$ cat config.mk
export PLATFORM = sky130hd
export DESIGN_NAME = irq_cause_mask_bank
export DESIGN_NICKNAME = d
export VERILOG_FILES = /design/src/rtl/irq_bank_pkg.sv /design/src/rtl/irq_bank_decode.sv /design/src/rtl/irq_cause_reg.sv /design/src/rtl/irq_mask_reg.sv /design/src/rtl/irq_cause_mask_bank.sv
export SDC_FILE = /design/constraint.sdc
export NUM_CORES = 1
export LEC_CHECK = 0
export ABC_AREA = 0
export BUFFER_PORTS_ARGS = -buffer_cell sky130_fd_sc_hd__buf_2
export CORE_UTILIZATION = 32
export DETAILED_ROUTE_END_ITERATION = 16
export GPL_ROUTABILITY_DRIVEN = 0
export MAX_ROUTING_LAYER = met4
export SYNTH_ARGS = -nofsm -noshare
export SYNTH_HDL_FRONTEND = slang
export SYNTH_SLANG_ARGS = --single-unit
$ cat constraint.sdc
create_clock -name clk -period 1.5 [get_ports clk]
set_input_delay 0.225 -clock clk [delete_from_list [all_inputs] [get_ports clk]]
set_output_delay 0.225 -clock clk [all_outputs]
set_load 0.005 [all_outputs]
$ cat src/rtl/irq_bank_pkg.sv
package irq_bank_pkg;

  typedef enum logic [2:0] {
    SEL_MODE     = 3'd0,
    SEL_CAUSE    = 3'd1,
    SEL_MASKED   = 3'd2,
    SEL_SET      = 3'd3,
    SEL_MASK     = 3'd4,
    SEL_MASK_SET = 3'd5,
    SEL_MASK_CLR = 3'd6,
    SEL_RSVD     = 3'd7
  } reg_sel_e;

  typedef struct packed {
    logic wr_mode;
    logic wr_cause;
    logic rd_cause;
    logic wr_set;
    logic wr_mask;
    logic wr_mask_set;
    logic wr_mask_clr;
  } bank_strobe_t;

endpackage

$ cat src/rtl/irq_bank_decode.sv
module irq_bank_decode
  import irq_bank_pkg::*;
#(
  parameter int ADDR_W = 5
) (
  input  logic              req_valid_i,
  input  logic              req_write_i,
  input  logic [ADDR_W-1:0] req_addr_i,
  output reg_sel_e          sel_o,
  output bank_strobe_t      stb_o
);
  localparam int IDX_LO = 2;
  localparam int IDX_HI = 4;

  logic       hi_nz;
  logic [1:0] unused_lo;
  assign unused_lo = req_addr_i[1:0];

  generate
    if (ADDR_W > IDX_HI + 1) begin : g_hi
      assign hi_nz = |req_addr_i[ADDR_W-1:IDX_HI+1];
    end else begin : g_nohi
      assign hi_nz = 1'b0;
    end
  endgenerate

  always_comb begin
    sel_o = hi_nz ? SEL_RSVD : reg_sel_e'(req_addr_i[IDX_HI:IDX_LO]);
    stb_o = '0;
    if (req_valid_i) begin
      if (req_write_i) begin
        unique case (sel_o)
          SEL_MODE:               stb_o.wr_mode     = 1'b1;
          SEL_CAUSE, SEL_MASKED:  stb_o.wr_cause    = 1'b1;
          SEL_SET:                stb_o.wr_set      = 1'b1;
          SEL_MASK:               stb_o.wr_mask     = 1'b1;
          SEL_MASK_SET:           stb_o.wr_mask_set = 1'b1;
          SEL_MASK_CLR:           stb_o.wr_mask_clr = 1'b1;
          default: ;
        endcase
      end else if (sel_o == SEL_CAUSE || sel_o == SEL_MASKED) begin
        stb_o.rd_cause = 1'b1;
      end
    end
  end

  always_comb begin
    assert ($countones({stb_o.wr_mode, stb_o.wr_cause, stb_o.rd_cause, stb_o.wr_set,
                        stb_o.wr_mask, stb_o.wr_mask_set, stb_o.wr_mask_clr}) <= 1)
      else $error("AST_ONE_STROBE");
  end

endmodule

$ cat src/rtl/irq_cause_reg.sv
module irq_cause_reg #(
  parameter int NUM_SRC = 32
) (
  input  logic               clk,
  input  logic               rst_n,
  input  logic [NUM_SRC-1:0] evt_i,
  input  logic [NUM_SRC-1:0] sw_set_i,
  input  logic               wr_clr_i,
  input  logic [NUM_SRC-1:0] wdata_i,
  input  logic               rd_clr_i,
  input  logic [NUM_SRC-1:0] mode_i,
  output logic [NUM_SRC-1:0] cause_o
);
  logic [NUM_SRC-1:0] cause_q;

  generate
    for (genvar b = 0; b < NUM_SRC; b++) begin : g_bit
      logic clr_b;
      assign clr_b = (wr_clr_i & wdata_i[b] & ~mode_i[b]) | (rd_clr_i & mode_i[b]);
      always_ff @(posedge clk or negedge rst_n) begin
        if (!rst_n) cause_q[b] <= 1'b0;
        else        cause_q[b] <= (cause_q[b] & ~clr_b) | evt_i[b] | sw_set_i[b];
      end
    end
  endgenerate

  assign cause_o = cause_q;

  AST_EVT_WINS: assert property (@(posedge clk) disable iff (!rst_n)
    (|evt_i) |=> ((cause_q & $past(evt_i)) == $past(evt_i)));
  AST_NO_SPURIOUS: assert property (@(posedge clk) disable iff (!rst_n)
    1'b1 |=> ((cause_q & ~$past(cause_q) & ~$past(evt_i | sw_set_i)) == '0));
  AST_READ_KEEPS_W1C: assert property (@(posedge clk) disable iff (!rst_n)
    rd_clr_i |=> (($past(cause_q & ~mode_i) & ~cause_q) == '0));
  AST_COR_CLEARS: assert property (@(posedge clk) disable iff (!rst_n)
    (rd_clr_i && !(|evt_i) && !(|sw_set_i)) |=> ((cause_q & $past(mode_i)) == '0));

endmodule

$ cat src/rtl/irq_mask_reg.sv
module irq_mask_reg #(
  parameter int NUM_SRC = 32
) (
  input  logic               clk,
  input  logic               rst_n,
  input  logic               wr_i,
  input  logic               wr_set_i,
  input  logic               wr_clr_i,
  input  logic [NUM_SRC-1:0] wdata_i,
  output logic [NUM_SRC-1:0] mask_o
);
  logic [NUM_SRC-1:0] mask_q;

  always_ff @(posedge clk or negedge rst_n) begin
    if (!rst_n)        mask_q <= '1;
    else if (wr_i)     mask_q <= wdata_i;
    else if (wr_set_i) mask_q <= mask_q | wdata_i;
    else if (wr_clr_i) mask_q <= mask_q & ~wdata_i;
  end

  assign mask_o = mask_q;

  AST_MASK_SET_TAKES: assert property (@(posedge clk) disable iff (!rst_n)
    wr_set_i |=> ((mask_q & $past(wdata_i)) == $past(wdata_i)));
  AST_MASK_CLR_TAKES: assert property (@(posedge clk) disable iff (!rst_n)
    wr_clr_i |=> ((mask_q & $past(wdata_i)) == '0));
  AST_MASK_HOLD: assert property (@(posedge clk) disable iff (!rst_n)
    !(wr_i || wr_set_i || wr_clr_i) |=> $stable(mask_q));

endmodule

$ cat src/rtl/irq_cause_mask_bank.sv
module irq_cause_mask_bank
  import irq_bank_pkg::*;
#(
  parameter int NUM_SRC = 32,
  parameter int ADDR_W  = 5
) (
  input  logic               clk,
  input  logic               rst_n,
  input  logic               req_valid,
  input  logic               req_write,
  input  logic [ADDR_W-1:0]  req_addr,
  input  logic [NUM_SRC-1:0] req_wdata,
  output logic               rsp_valid,
  output logic [NUM_SRC-1:0] rsp_data,
  input  logic [NUM_SRC-1:0] evt_i,
  output logic               irq_o
);
  reg_sel_e           sel;
  bank_strobe_t       stb;
  logic [NUM_SRC-1:0] mode_q;
  logic [NUM_SRC-1:0] cause;
  logic [NUM_SRC-1:0] mask;
  logic [NUM_SRC-1:0] sw_set;
  logic [NUM_SRC-1:0] rd_mux;
  logic               rsp_valid_q;
  logic [NUM_SRC-1:0] rsp_data_q;
  logic               irq_q;

  irq_bank_decode #(.ADDR_W(ADDR_W)) u_dec (
    .req_valid_i (req_valid),
    .req_write_i (req_write),
    .req_addr_i  (req_addr),
    .sel_o       (sel),
    .stb_o       (stb)
  );

  assign sw_set = stb.wr_set ? req_wdata : '0;

  irq_cause_reg #(.NUM_SRC(NUM_SRC)) u_cause (
    .clk      (clk),
    .rst_n    (rst_n),
    .evt_i    (evt_i),
    .sw_set_i (sw_set),
    .wr_clr_i (stb.wr_cause),
    .wdata_i  (req_wdata),
    .rd_clr_i (stb.rd_cause),
    .mode_i   (mode_q),
    .cause_o  (cause)
  );

  irq_mask_reg #(.NUM_SRC(NUM_SRC)) u_mask (
    .clk      (clk),
    .rst_n    (rst_n),
    .wr_i     (stb.wr_mask),
    .wr_set_i (stb.wr_mask_set),
    .wr_clr_i (stb.wr_mask_clr),
    .wdata_i  (req_wdata),
    .mask_o   (mask)
  );

  always_ff @(posedge clk or negedge rst_n) begin
    if (!rst_n)           mode_q <= '0;
    else if (stb.wr_mode) mode_q <= req_wdata;
  end

  always_comb begin
    unique case (sel)
      SEL_MODE:   rd_mux = mode_q;
      SEL_CAUSE:  rd_mux = cause;
      SEL_MASKED: rd_mux = cause & ~mask;
      SEL_MASK:   rd_mux = mask;
      default:    rd_mux = '0;
    endcase
  end

  always_ff @(posedge clk or negedge rst_n) begin
    if (!rst_n) begin
      rsp_valid_q <= 1'b0;
      rsp_data_q  <= '0;
      irq_q       <= 1'b0;
    end else begin
      rsp_valid_q <= req_valid & ~req_write;
      rsp_data_q  <= (req_valid & ~req_write) ? rd_mux : '0;
      irq_q       <= |(cause & ~mask);
    end
  end

  assign rsp_valid = rsp_valid_q;
  assign rsp_data  = rsp_data_q;
  assign irq_o     = irq_q;

  AST_RSVD_NO_EFFECT: assert property (@(posedge clk) disable iff (!rst_n)
    (req_valid && req_write && sel == SEL_RSVD) |=> ($stable(mask) && $stable(mode_q)));
  AST_IRQ_QUIET_MASKED: assert property (@(posedge clk) disable iff (!rst_n)
    (&$past(mask)) |-> !irq_o);
  AST_WRITE_NO_RSP: assert property (@(posedge clk) disable iff (!rst_n)
    (req_valid && req_write) |=> !rsp_valid);

endmodule

==> results.yml <==
cts:
  root_buffer: "clkbuf_16"
  clock_sinks: 130
  cts_buffer_depth: 2
  clkTransAtPathRegs_ns: 0.06
  htree_levels: 4
  cts_tree: "built"
  clk_latency_ns: 0.43
  numCtsBuffers: 17
routing:
  drc: 1
  routedWlPerCell_um: 18.2
  viasPerCell: 5.11
  vias: 5386
  drt_first_iter_violations: 400
  routed_wl_um: 19200
  postRouteAntennaNets: 0
  drtPass1Iterations: 11
layout:
  final_layout_size_suffix_gt1_share_pct: 33.2
  nets: 843
  fillCellCount: 2006
  post-route-util_pct: 42.3
  fin_area_sq_um: 8530
  final_cells: 1055
  syn_to_final_growth_pct: 29.9
timing:
  tightestPinTransition_ns: 0.411
  hold_violations: 0
  timing.hold.ws_ns: 0.0105
  finalCritPeriodShare_pct: 99.2
  fmax_ghz: 0.672
  slew_headroom_pct: 72.6
  setup_viol: 0
  fin_worst_skew_ns: 0.00659
  period_needed_ns: 1.49
  finalMaxSlewViolations: 0
flow_run:
  cap_violations: 0
yosys:
  synth.distinct_cells: 38
  synth-edff-count: 0
  yosys-top-cells-count: "dfrtp_1, nand2_1, mux2i_1, a21oi_1, nor2_1"
  synthFlopType: "dfrtp_1"
  synth_seq_cells: 130
  synth_area_leaders: "dfrtp_1, dfstp_2, mux2i_1"
  synth.largest_area_cell: "dfrtp_1"
  yosysMostFrequentCell: "dfrtp_1"
  syn_nets: 692
  ys_warn_count: 0
  ys_async_sr_fraction_pct: 100
  yosysSeqAreaShare_pct: 50.1
  synth_cells: 619
  netlist_area_sq_um: 6570
  synth_top_area_share_pct: 37.3
  synth.avg_cell_area_sq_um: 10.6
worst_setup_path:
  worst-path-max-fanout: 3
  critPathMostFrequentCell: "nand4_1"
  worst_path_max_delay_cell: "dfstp_2"
  cp-start-kind: "flop"
  worstPathCellList: "nand2b_1 > nand4_1 > nor4_1 > nand4_1"
  path_class: "flop to flop"
  cp-end-kind: "flop"
  crit_family: "simple AND/OR/NAND/NOR gates"
  arrival_ns: 1.77
  slowest_delay_ns: 0.54
  critical_path_buf_inv_count: 0
  cp.required_ns: 1.78
global_route:
  grt-ovfl-total: 0
  grt_antenna_before_repair: 2
  grt_usage_pct: 19.5
  grt_pass1_vias: 5265
  grt_pass1_wl_um: 30600
  grt_max_degree: 32
power:
  p_int_mw: 7.68
  clkPwrFrac_pct: 41.1
  leakagePower_nw: 3.80
  pwr-share-seq_pct: 42.7
  ir_drop_mv: 0.822
  swShare_pct: 26.5
  power.density_nw_per_um2: 1230
  p_comb_share_pct: 16.2
  power_switching_mw: 2.77
floorplan:
  pin_count: 107
  core_area_sq_um: 20200
  die_h_um: 145
  die_w_um: 145
  start_util_pct: 32.6
  rows: 52
  dieArea_sq_um: 21100
place:
  portBuffers: 104
  placedCellCount: 1000
  hpwl_um: 13400
  placed_cell_area_sq_um: 7700
min_path:
  min_path_type: "input port to flop"
  hp-start: "evt_i[9]"
status:
  status: "complete, but fails checks"
  violations: "design-rule violations"
[path summary, 6_finish.rpt]
kind / depth (start not counted) / endpoint / slack (ns)
worst min register to register: 2 / rsp_data[26] / 0.51
worst min-delay path: 2 / u_cause.cause_o[9] / 0.01
min in group asynchronous: 2 / rsp_data[4] / 0.28
worst max-delay path: 4 / irq_o / 0.01
worst max register to register: 4 / irq_o / 0.01
max in group asynchronous: 3 / asynchronous set/reset pin / 0.59
[layer usage]
metal	GRT usage (%)	part of all wire, %	vias to the layer above
met3	4.15	4.2	19
met2	31.1	49	146
li1	-	-	2599
met5	-	0	-
met4	4.47	0.89	0
met1	25.2	46	2622
[kinds of logic after synthesis]
group,after synthesis,share of synthesized area [%]
xor gates and xnor gates,1,0.133
and+or+nand+nor,168,11.7
muxes,96,15.3
buffers and inverters,59,4.78
DFF,130,50.1
AOI/OAI and AO/OA,165,18.0
[layout make-up]
class	instances	area (sq um)	area share (%)
Inverter	12	45.0	0.528
Tap cell	270	338	3.96
Multi-Input combinational cell	430	2990	35.0
Timing Repair Buffer	179	1250	14.7
Clock buffer	20	457	5.35
Sequential cell	130	3290	38.6
Antenna cell	2	5.00	0.0586
Clock inverter	12	156	1.83
[worst register-to-register path: cells and delay by family, from the launching register on]
family           cells  cell delay, ns
AND/OR/NAND/NOR      4            0.80
flip-flops           1            0.54
[cells in the final DEF, fill, tap and decap left out, types with 9 or more instances in the layout]
master         Yosys  layout
dfstp_2           32      32
o32ai_1           12      12
buf_4             12      46
dlygate4sd3_1      0      21
mux2_2            30      30
nand2_1           77      77
buf_2             20     103
mux2i_1           61      61
inv_1             11      11
buf_12             0       9
nand2b_1          16      16
clkbuf_16          0      17
a211o_1            9       9
nor2_1            38      36
dfrtp_1           98      98
a21oi_1           39      39
nor4_1            12      12
o21ai_0           32      32
a221o_1           23      23
a22o_1            32      32
[repair_timing]
item,CTS,global route
setup buffers,0,0
resized for setup,1,1
endpoints found under the setup margin,1,1
cloned,0,0
endpoints found under the hold margin,39,0
hold buffers,21,0
[stage by stage]
stage | power (mW) | TNS (ns) | setup WS (ns)
final | 10.5 | 0 | 0.0117
after global routing | 10.9 | -0.0448 | -0.0448
after CTS | 10.5 | 0 | 0.00661
after detailed placement | 6.17 | -0.559 | -0.0615
after global placement | 6.12 | -0.0598 | -0.0469
after floorplan | 5.49 | 0 | 0.155
[power groups by stage]
stage	Combinational [mW]	Sequential (mW)	Clock (mW)
3_5_place_dp	1.65	4.51	0
2_1_floorplan	1.07	4.42	0
5_1_grt	1.87	4.52	4.54
4_1_cts	1.70	4.46	4.36
6_report	1.69	4.46	4.30
3_3_place_gp	1.62	4.50	0
(Power assumes the default switching activity.)
